`src/rtl/sai_rx_pkg.sv`:
```
package sai_rx_pkg;

  localparam int MAX_WORD = 24;

  typedef enum logic [1:0] {
    FMT_I2S   = 2'd0,
    FMT_LEFT  = 2'd1,
    FMT_RIGHT = 2'd2
  } fmt_e;

  typedef enum logic [1:0] {
    LEN16 = 2'd0,
    LEN20 = 2'd1,
    LEN24 = 2'd2
  } len_e;

  // Strobes from the slot control to every lane datapath
  typedef struct packed {
    logic shift;
    logic capture;
    logic right;
    len_e len;
  } strobe_t;

  function automatic fmt_e fmtDecode(input logic [1:0] code);
    case (code)
      2'd1:    return FMT_LEFT;
      2'd2:    return FMT_RIGHT;
      default: return FMT_I2S;
    endcase
  endfunction

  function automatic len_e lenDecode(input logic [1:0] code);
    case (code)
      2'd0:    return LEN16;
      2'd1:    return LEN20;
      default: return LEN24;
    endcase
  endfunction

  function automatic logic [4:0] lenBits(input len_e len);
    case (len)
      LEN16:   return 5'd16;
      LEN20:   return 5'd20;
      default: return 5'd24;
    endcase
  endfunction

endpackage

```
`src/rtl/sai_rx_sync.sv`:
```
module sai_rx_sync #(
  parameter int WIDTH  = 1,
  parameter int STAGES = 2
) (
  input  logic             clk,
  input  logic             rst,
  input  logic [WIDTH-1:0] asyncIn,
  output logic [WIDTH-1:0] syncOut
);

  logic [WIDTH-1:0] stage [STAGES];

  always_ff @(posedge clk) begin
    if (rst) stage[0] <= '0;
    else     stage[0] <= asyncIn;
  end

  for (genvar s = 1; s < STAGES; s++) begin : g_stage
    always_ff @(posedge clk) begin
      if (rst) stage[s] <= '0;
      else     stage[s] <= stage[s-1];
    end
  end

  assign syncOut = stage[STAGES-1];

endmodule

```
`src/rtl/sai_rx_ctrl.sv`:
```
module sai_rx_ctrl
  import sai_rx_pkg::*;
#(
  parameter int SLOT_BITS = 32
) (
  input  logic       clk,
  input  logic       rst,
  input  logic       bitClkS,
  input  logic       frameClkS,
  input  logic [1:0] cfgFormat,
  input  logic [1:0] cfgWordLen,
  output strobe_t    strb
);

  localparam int CNT_W = $clog2(SLOT_BITS) + 1;
  localparam logic [CNT_W-1:0] CNT_MAX = '1;
  localparam logic [CNT_W-1:0] SLOT_LEN = CNT_W'(SLOT_BITS);

  logic             bitClkQ;
  logic             frameLast;
  logic [CNT_W-1:0] slotCnt;
  logic             framed;
  fmt_e             actFmt;
  len_e             actLen;

  logic             bitRise;
  logic             slotEdge;
  logic             leftStart;
  logic             framedEff;
  logic [CNT_W-1:0] bitIdx;
  fmt_e             effFmt;
  len_e             effLen;
  logic [CNT_W-1:0] wordBits;
  logic [CNT_W-1:0] startIdx;
  logic [CNT_W-1:0] lastIdx;
  logic             inWindow;

  // Edge detection on the resynchronised clocks
  assign bitRise   = bitClkS & ~bitClkQ;
  assign slotEdge  = bitRise & (frameClkS != frameLast);
  assign leftStart = slotEdge & ~frameClkS;
  assign framedEff = framed | leftStart;

  always_comb begin
    if (slotEdge)               bitIdx = '0;
    else if (slotCnt == CNT_MAX) bitIdx = CNT_MAX;
    else                        bitIdx = slotCnt + 1'b1;
  end

  // The configuration in force for this rise: new codes only at a left start
  assign effFmt   = leftStart ? fmtDecode(cfgFormat)  : actFmt;
  assign effLen   = leftStart ? lenDecode(cfgWordLen) : actLen;
  assign wordBits = CNT_W'(lenBits(effLen));

  always_comb begin
    case (effFmt)
      FMT_LEFT:  startIdx = '0;
      FMT_RIGHT: startIdx = SLOT_LEN - wordBits;
      default:   startIdx = CNT_W'(1);
    endcase
  end

  assign lastIdx  = startIdx + wordBits - 1'b1;
  assign inWindow = framedEff & bitRise & (bitIdx >= startIdx) & (bitIdx <= lastIdx);

  always_comb begin
    strb.shift   = inWindow;
    strb.capture = inWindow & (bitIdx == lastIdx);
    strb.right   = frameClkS;
    strb.len     = effLen;
  end

  always_ff @(posedge clk) begin
    if (rst) begin
      bitClkQ   <= 1'b0;
      frameLast <= 1'b0;
      slotCnt   <= CNT_MAX;
      framed    <= 1'b0;
      actFmt    <= FMT_I2S;
      actLen    <= LEN24;
    end else begin
      bitClkQ <= bitClkS;
      if (bitRise) begin
        frameLast <= frameClkS;
        slotCnt   <= bitIdx;
      end
      if (leftStart) begin
        framed <= 1'b1;
        actFmt <= effFmt;
        actLen <= effLen;
      end
    end
  end

  AST_CFG_HOLD: assert property (@(posedge clk) disable iff (rst)
    !leftStart |=> ($stable(actFmt) && $stable(actLen)));

  AST_NO_EARLY_CAPTURE: assert property (@(posedge clk) disable iff (rst)
    (!framed && !leftStart) |-> !strb.capture);

  AST_SHIFT_ON_RISE: assert property (@(posedge clk) disable iff (rst)
    strb.shift |-> (bitClkS && !bitClkQ));

endmodule

```
`src/rtl/sai_rx_lane.sv`:
```
module sai_rx_lane
  import sai_rx_pkg::*;
#(
  parameter int OUT_W    = 24,
  parameter int CHAN_W   = 3,
  parameter int LANE_IDX = 0
) (
  input  logic              clk,
  input  logic              rst,
  input  strobe_t           strb,
  input  logic              dataBit,
  output logic              valid,
  output logic [CHAN_W-1:0] chan,
  output logic [OUT_W-1:0]  data
);

  logic [MAX_WORD-1:0] shiftReg;
  logic [MAX_WORD-1:0] nextShift;
  logic [MAX_WORD-1:0] aligned;
  logic [MAX_WORD-1:0] wordReg;
  logic [4:0]          shiftAmt;
  len_e                wordLen;

  assign nextShift = {shiftReg[MAX_WORD-2:0], dataBit};
  assign shiftAmt  = 5'(MAX_WORD) - lenBits(strb.len);
  // Left alignment pushes stale upper bits out and clears the tail
  assign aligned   = nextShift << shiftAmt;

  always_ff @(posedge clk) begin
    if (rst) begin
      shiftReg <= '0;
      wordReg  <= '0;
      wordLen  <= LEN24;
      valid    <= 1'b0;
      chan     <= '0;
    end else begin
      if (strb.shift) shiftReg <= nextShift;
      valid <= strb.capture;
      if (strb.capture) begin
        wordReg <= aligned;
        wordLen <= strb.len;
        chan    <= CHAN_W'(2 * LANE_IDX + int'(strb.right));
      end
    end
  end

  if (OUT_W > MAX_WORD) begin : g_extend
    assign data = {{(OUT_W - MAX_WORD){wordReg[MAX_WORD-1]}}, wordReg};
  end else begin : g_plain
    assign data = wordReg[MAX_WORD-1 -: OUT_W];
  end

  AST_SINGLE_PULSE: assert property (@(posedge clk) disable iff (rst)
    valid |=> !valid);

  AST_ZERO_TAIL16: assert property (@(posedge clk) disable iff (rst)
    (valid && wordLen == LEN16) |-> (wordReg[7:0] == 8'd0));

  AST_ZERO_TAIL20: assert property (@(posedge clk) disable iff (rst)
    (valid && wordLen == LEN20) |-> (wordReg[3:0] == 4'd0));

endmodule

```
`src/rtl/audio_serial_rx.sv`:
```
module audio_serial_rx
  import sai_rx_pkg::*;
#(
  parameter int LANES       = 4,
  parameter int OUT_W       = 24,
  parameter int SLOT_BITS   = 32,
  parameter int SYNC_STAGES = 2,
  parameter int CHAN_W      = $clog2(2 * LANES)
) (
  input  logic                     clk,
  input  logic                     rst,
  input  logic                     bitClk,
  input  logic                     frameClk,
  input  logic [LANES-1:0]         serialIn,
  input  logic [1:0]               cfgFormat,
  input  logic [1:0]               cfgWordLen,
  output logic [LANES-1:0]         sampleValid,
  output logic [LANES*CHAN_W-1:0]  sampleChan,
  output logic [LANES*OUT_W-1:0]   sampleData
);

  localparam int SYNC_W = LANES + 2;

  logic [SYNC_W-1:0] rawIn;
  logic [SYNC_W-1:0] syncIn;
  logic              bitClkS;
  logic              frameClkS;
  logic [LANES-1:0]  dataS;
  strobe_t           strb;

  // Clocks and data share one synchroniser so they keep their alignment
  assign rawIn     = {serialIn, frameClk, bitClk};
  assign bitClkS   = syncIn[0];
  assign frameClkS = syncIn[1];
  assign dataS     = syncIn[SYNC_W-1:2];

  sai_rx_sync #(.WIDTH(SYNC_W), .STAGES(SYNC_STAGES)) u_sync (
    .clk     (clk),
    .rst     (rst),
    .asyncIn (rawIn),
    .syncOut (syncIn)
  );

  sai_rx_ctrl #(.SLOT_BITS(SLOT_BITS)) u_ctrl (
    .clk        (clk),
    .rst        (rst),
    .bitClkS    (bitClkS),
    .frameClkS  (frameClkS),
    .cfgFormat  (cfgFormat),
    .cfgWordLen (cfgWordLen),
    .strb       (strb)
  );

  for (genvar g = 0; g < LANES; g++) begin : g_lane
    sai_rx_lane #(.OUT_W(OUT_W), .CHAN_W(CHAN_W), .LANE_IDX(g)) u_lane (
      .clk     (clk),
      .rst     (rst),
      .strb    (strb),
      .dataBit (dataS[g]),
      .valid   (sampleValid[g]),
      .chan    (sampleChan[g*CHAN_W +: CHAN_W]),
      .data    (sampleData[g*OUT_W +: OUT_W])
    );
  end

  AST_LANES_TOGETHER: assert property (@(posedge clk) disable iff (rst)
    (sampleValid == '0) || (sampleValid == '1));

endmodule

```
`config.mk`:
```
export PLATFORM = sky130hd
export DESIGN_NAME = audio_serial_rx
export DESIGN_NICKNAME = d
export VERILOG_FILES = /design/src/rtl/sai_rx_pkg.sv /design/src/rtl/sai_rx_sync.sv /design/src/rtl/sai_rx_ctrl.sv /design/src/rtl/sai_rx_lane.sv /design/src/rtl/audio_serial_rx.sv
export SDC_FILE = /design/constraint.sdc
export NUM_CORES = 1
export LEC_CHECK = 0
export ABC_AREA = 1
export BUFFER_PORTS_ARGS = -buffer_cell sky130_fd_sc_hd__buf_2
export CAP_MARGIN = 25
export CORE_MARGIN = 3
export CORE_UTILIZATION = 30
export DETAILED_ROUTE_END_ITERATION = 16
export GPL_ROUTABILITY_DRIVEN = 0
export PLACE_DENSITY = 0.45
export SKIP_CTS_REPAIR_TIMING = 1
export SLEW_MARGIN = 20
export SYNTH_ARGS = -nofsm -noshare
export SYNTH_HDL_FRONTEND = slang
export SYNTH_SLANG_ARGS = --single-unit
```
`constraint.sdc`:
```
create_clock -name clk -period 4.1 [get_ports clk]
set_input_delay 0.615 -clock clk [delete_from_list [all_inputs] [get_ports clk]]
set_output_delay 0.615 -clock clk [all_outputs]
set_load 0.005 [all_outputs]
```
==> run metrics <==
Mapped Area about 0.011 mm^2; worst-margin pin slew between 0.8 and 0.9 ns; Max Root-Sink Buffers 3; first-pass GRT wire length roughly 52000 um; post-route design area between 0.01 and 0.015 mm^2; grt total ovfl 0; post-DP HPWL roughly 21000 um; max cap viols 0; row count 70; DRT Pass-1 Iters 5; cell mode on critical path nand2_1; endpoints failing setup 0; status complete, no violations; Post-synth EDFFs 0; CTS Buf Count 27; RSZ-0062 raised after global routing no; placed cell areas approximately 0.012 mm^2; Ports 124; Reg-to-Reg End g_lane[1].u_lane.shiftReg[18]$_SDFFE_PP0P_; cell count after placement around 2300; Mapped Cells approximately 1800; Final Slew Violations 0; setup tns final 0 ns; crit path kind reg2reg; fin nets about 1900; clk root buf clkbuf_16; Critical path buffers and inverters 3; gr usage total between 15 and 20%; WL per Instance approximately 14 um; drt via density roughly 4.4; via count between 10000 and 15000; CTS tree yes; CP max stage cell dfxtp_1; class of the worst hold path in2reg; most frequent cells in the layout nand2_1, nor2_1, inv_1, dfxtp_1, buf_2; hold path depth 3; Crit Path Max Fanout 63; # clock sinks ~220; DIE AREA 0.03984 mm^2; htree depth 1; Final Hold Fails 0; ratio of cells with drive above 1 in the final layout a little over a tenth; vias in the first global route 9968; Hold WS between 0.2 and 0.3 ns; peak supply drop about 0.27 mV; commonest non-fill, non-tap cell in the layout nand2_1; reg-to-reg startpoint u_sync.stage[1][1]$_SDFF_PP0_; crit path DAT between 4 and 5 ns; Fill cells around 4200; Routed Antenna Nets 0; Syn. warnings 0; DRC errors left 0; required time of the critical path between 4 and 5 ns; CP endpoint kind register; Worst Setup Start Kind register; sequential cell area fraction in the yosys report between 30% and 40%; core area between 0.03 and 0.04 mm^2; fmax between 0.2 and 0.3 GHz; Iter 0 DRT Violations between 500 and 600; Synth cell types 33; asr flop ratio synth 0%; met3 GRT Util under 10%; reg-to-reg slack, setup ~0.43 ns; initial core utilization a little under a third; area grow syn2layout 15.90%; critical path's top delay family simple AND/OR/NAND/NOR gates; layer carrying the most global-route usage met2; power density cells 356.1 mW/mm^2; post-route minimum period 3.668 ns; largest net degree at the start of global routing about 110; clock-pin slew on the worst setup and hold paths 0.06 ns; die height 199.6 um; Finished Layout Cells 2384; initial antenna violation count 0; CP cell instances inv_1 > nand3_2 > inv_1 > o21ai_0 > o21ai_0 > ha_2 > nand2_1 > o21a_1 > ha_1 > a31oi_1 > xor2_1 > ha_1 > nand2_1 > nor2_1 > o21ai_0 > o211ai_1 > nand2_1 > nand3_4 > buf_16 > nand2_1 > nand2_1 > nor2_1; met2 Usage GRT 26.65%; Main synth FF type dfxtp_1; R2R depth 22; clk_skew around 0.0085 ns; Die X 199.6 um; met1 global-route usage a little under a quarter; Max stage delay on crit path between 0.3 and 0.4 ns; Yosys reg bits ~220; Hold Path Sink u_sync.stage[0][1]$_SDFF_PP0_; total wire length approximately 33000 um; Synth Area per Inst a little over 6 um^2; min-delay src frameClk; Port Buffers approximately 120; Leakage 0.007090 uW; worst rel slew slack between 40% and 50%; Core Util, Final a little over a third; Final period util between 80% and 90%; worst skew pair latency around 0.53 ns
metal layers:
metal | vias to the layer above | part of all wire, %
li1 | 5602 | -
met1 | 4701 | 49
met2 | 166 | 45
met3 | 31 | 4.5
met4 | 0 | 1.4
met5 | - | 0
kinds of logic (layout without fill, tap and decap cells):
family / Yosys count / in the layout / synth area share, %
compound gates: 67 / 67 / 3.549
simple gates: 1102 / 1102 / 39.92
other cells: 1 / 5 / 0.03335
flops: 216 / 216 / 38.45
buf+inv: 434 / 508 / 16.14
xor+xnor: 3 / 3 / 0.2337
fa+ha+maj: 15 / 15 / 1.669
Yosys cell counts, types with 2 or more instances:
cell type	instances	area, um^2
nor2_1	396	1486
ha_1	15	187.7
buf_2	41	205.2
nand3_2	5	50.05
a211oi_1	2	15.01
xnor2_1	2	17.52
o211ai_1	2	15.01
o22ai_1	5	31.28
o21ai_0	10	50.05
o21a_1	2	15.01
nand3_1	82	410.4
buf_6	8	90.09
buf_4	20	150.1
nand4_1	80	500.5
buf_1	6	22.52
o21bai_1	2	15.01
nor2_4	2	22.52
o221ai_1	8	70.07
clkbuf_1	50	187.7
inv_1	307	1152
a21oi_1	32	160.2
nand2_1	535	2008
dfxtp_1	216	4324
where the power goes:
group	leakage [uW]	internal, uW	switching [uW]	total [uW]
sequential	0.00174	2110	9.25	2120
clock	0.000424	1410	908	2310
combinational	0.00492	62.6	145	207
total	0.00709	3580	1060	4640
through the flow:
stage	power, uW	worst slack [ns]
floorplan	2310	0.4718
global placement	2375	0.3609
detailed placement	2375	0.3504
CTS	4729	0.4051
global route	4834	0.02346
finish	4641	0.4324
area by class of cell:
cell class	instances	area [um^2]	area share, %
well taps	468	585.6	4.493
inverters	309	1165	8.937
diodes	1	2.502	0.01920
multi-input cells	1191	5150	39.51
flip-flops and latches	216	4324	33.18
clock inverters	4	45.04	0.3456
clock buffers	42	812.0	6.230
repair buffers	153	949.7	7.286
sequential cells by signal, indices dropped and copies added (netlist names):
name                    count
g_lane.u_lane.chan          2
u_ctrl.actFmt               2
g_lane.u_lane.data         96
u_ctrl.actLen               2
u_sync.stage               12
u_ctrl.slotCnt              6
u_ctrl.bitClkQ              1
g_lane.u_lane.valid         1
u_ctrl.frameLast            1
u_ctrl.framed               1
g_lane.u_lane.shiftReg     92
how the worst max path moves through the flow:
stage,cells after the start,endpoint,from
finish,22,g_lane[1].u_lane.shiftReg[18]$_SDFFE_PP0P_,u_sync.stage[1][1]$_SDFF_PP0_
global route,22,g_lane[1].u_lane.shiftReg[9]$_SDFFE_PP0P_,u_sync.stage[1][1]$_SDFF_PP0_
CTS,21,g_lane[3].u_lane.data[17]$_SDFFE_PP0P_,u_sync.stage[1][1]$_SDFF_PP0_
detailed placement,22,g_lane[3].u_lane.data[17]$_SDFFE_PP0P_,cfgFormat[0]
global placement,22,g_lane[2].u_lane.data[18]$_SDFFE_PP0P_,cfgFormat[0]
floorplan,21,g_lane[2].u_lane.data[3]$_SDFFE_PP0P_,cfgWordLen[1]
worst min-delay path: cells and delay by family:
kind | cells | cell delay [ns]
buffers and inverters | 2 | 0.11
and+or+nand+nor | 1 | 0.07
Power figures use the tool's default switching activity.
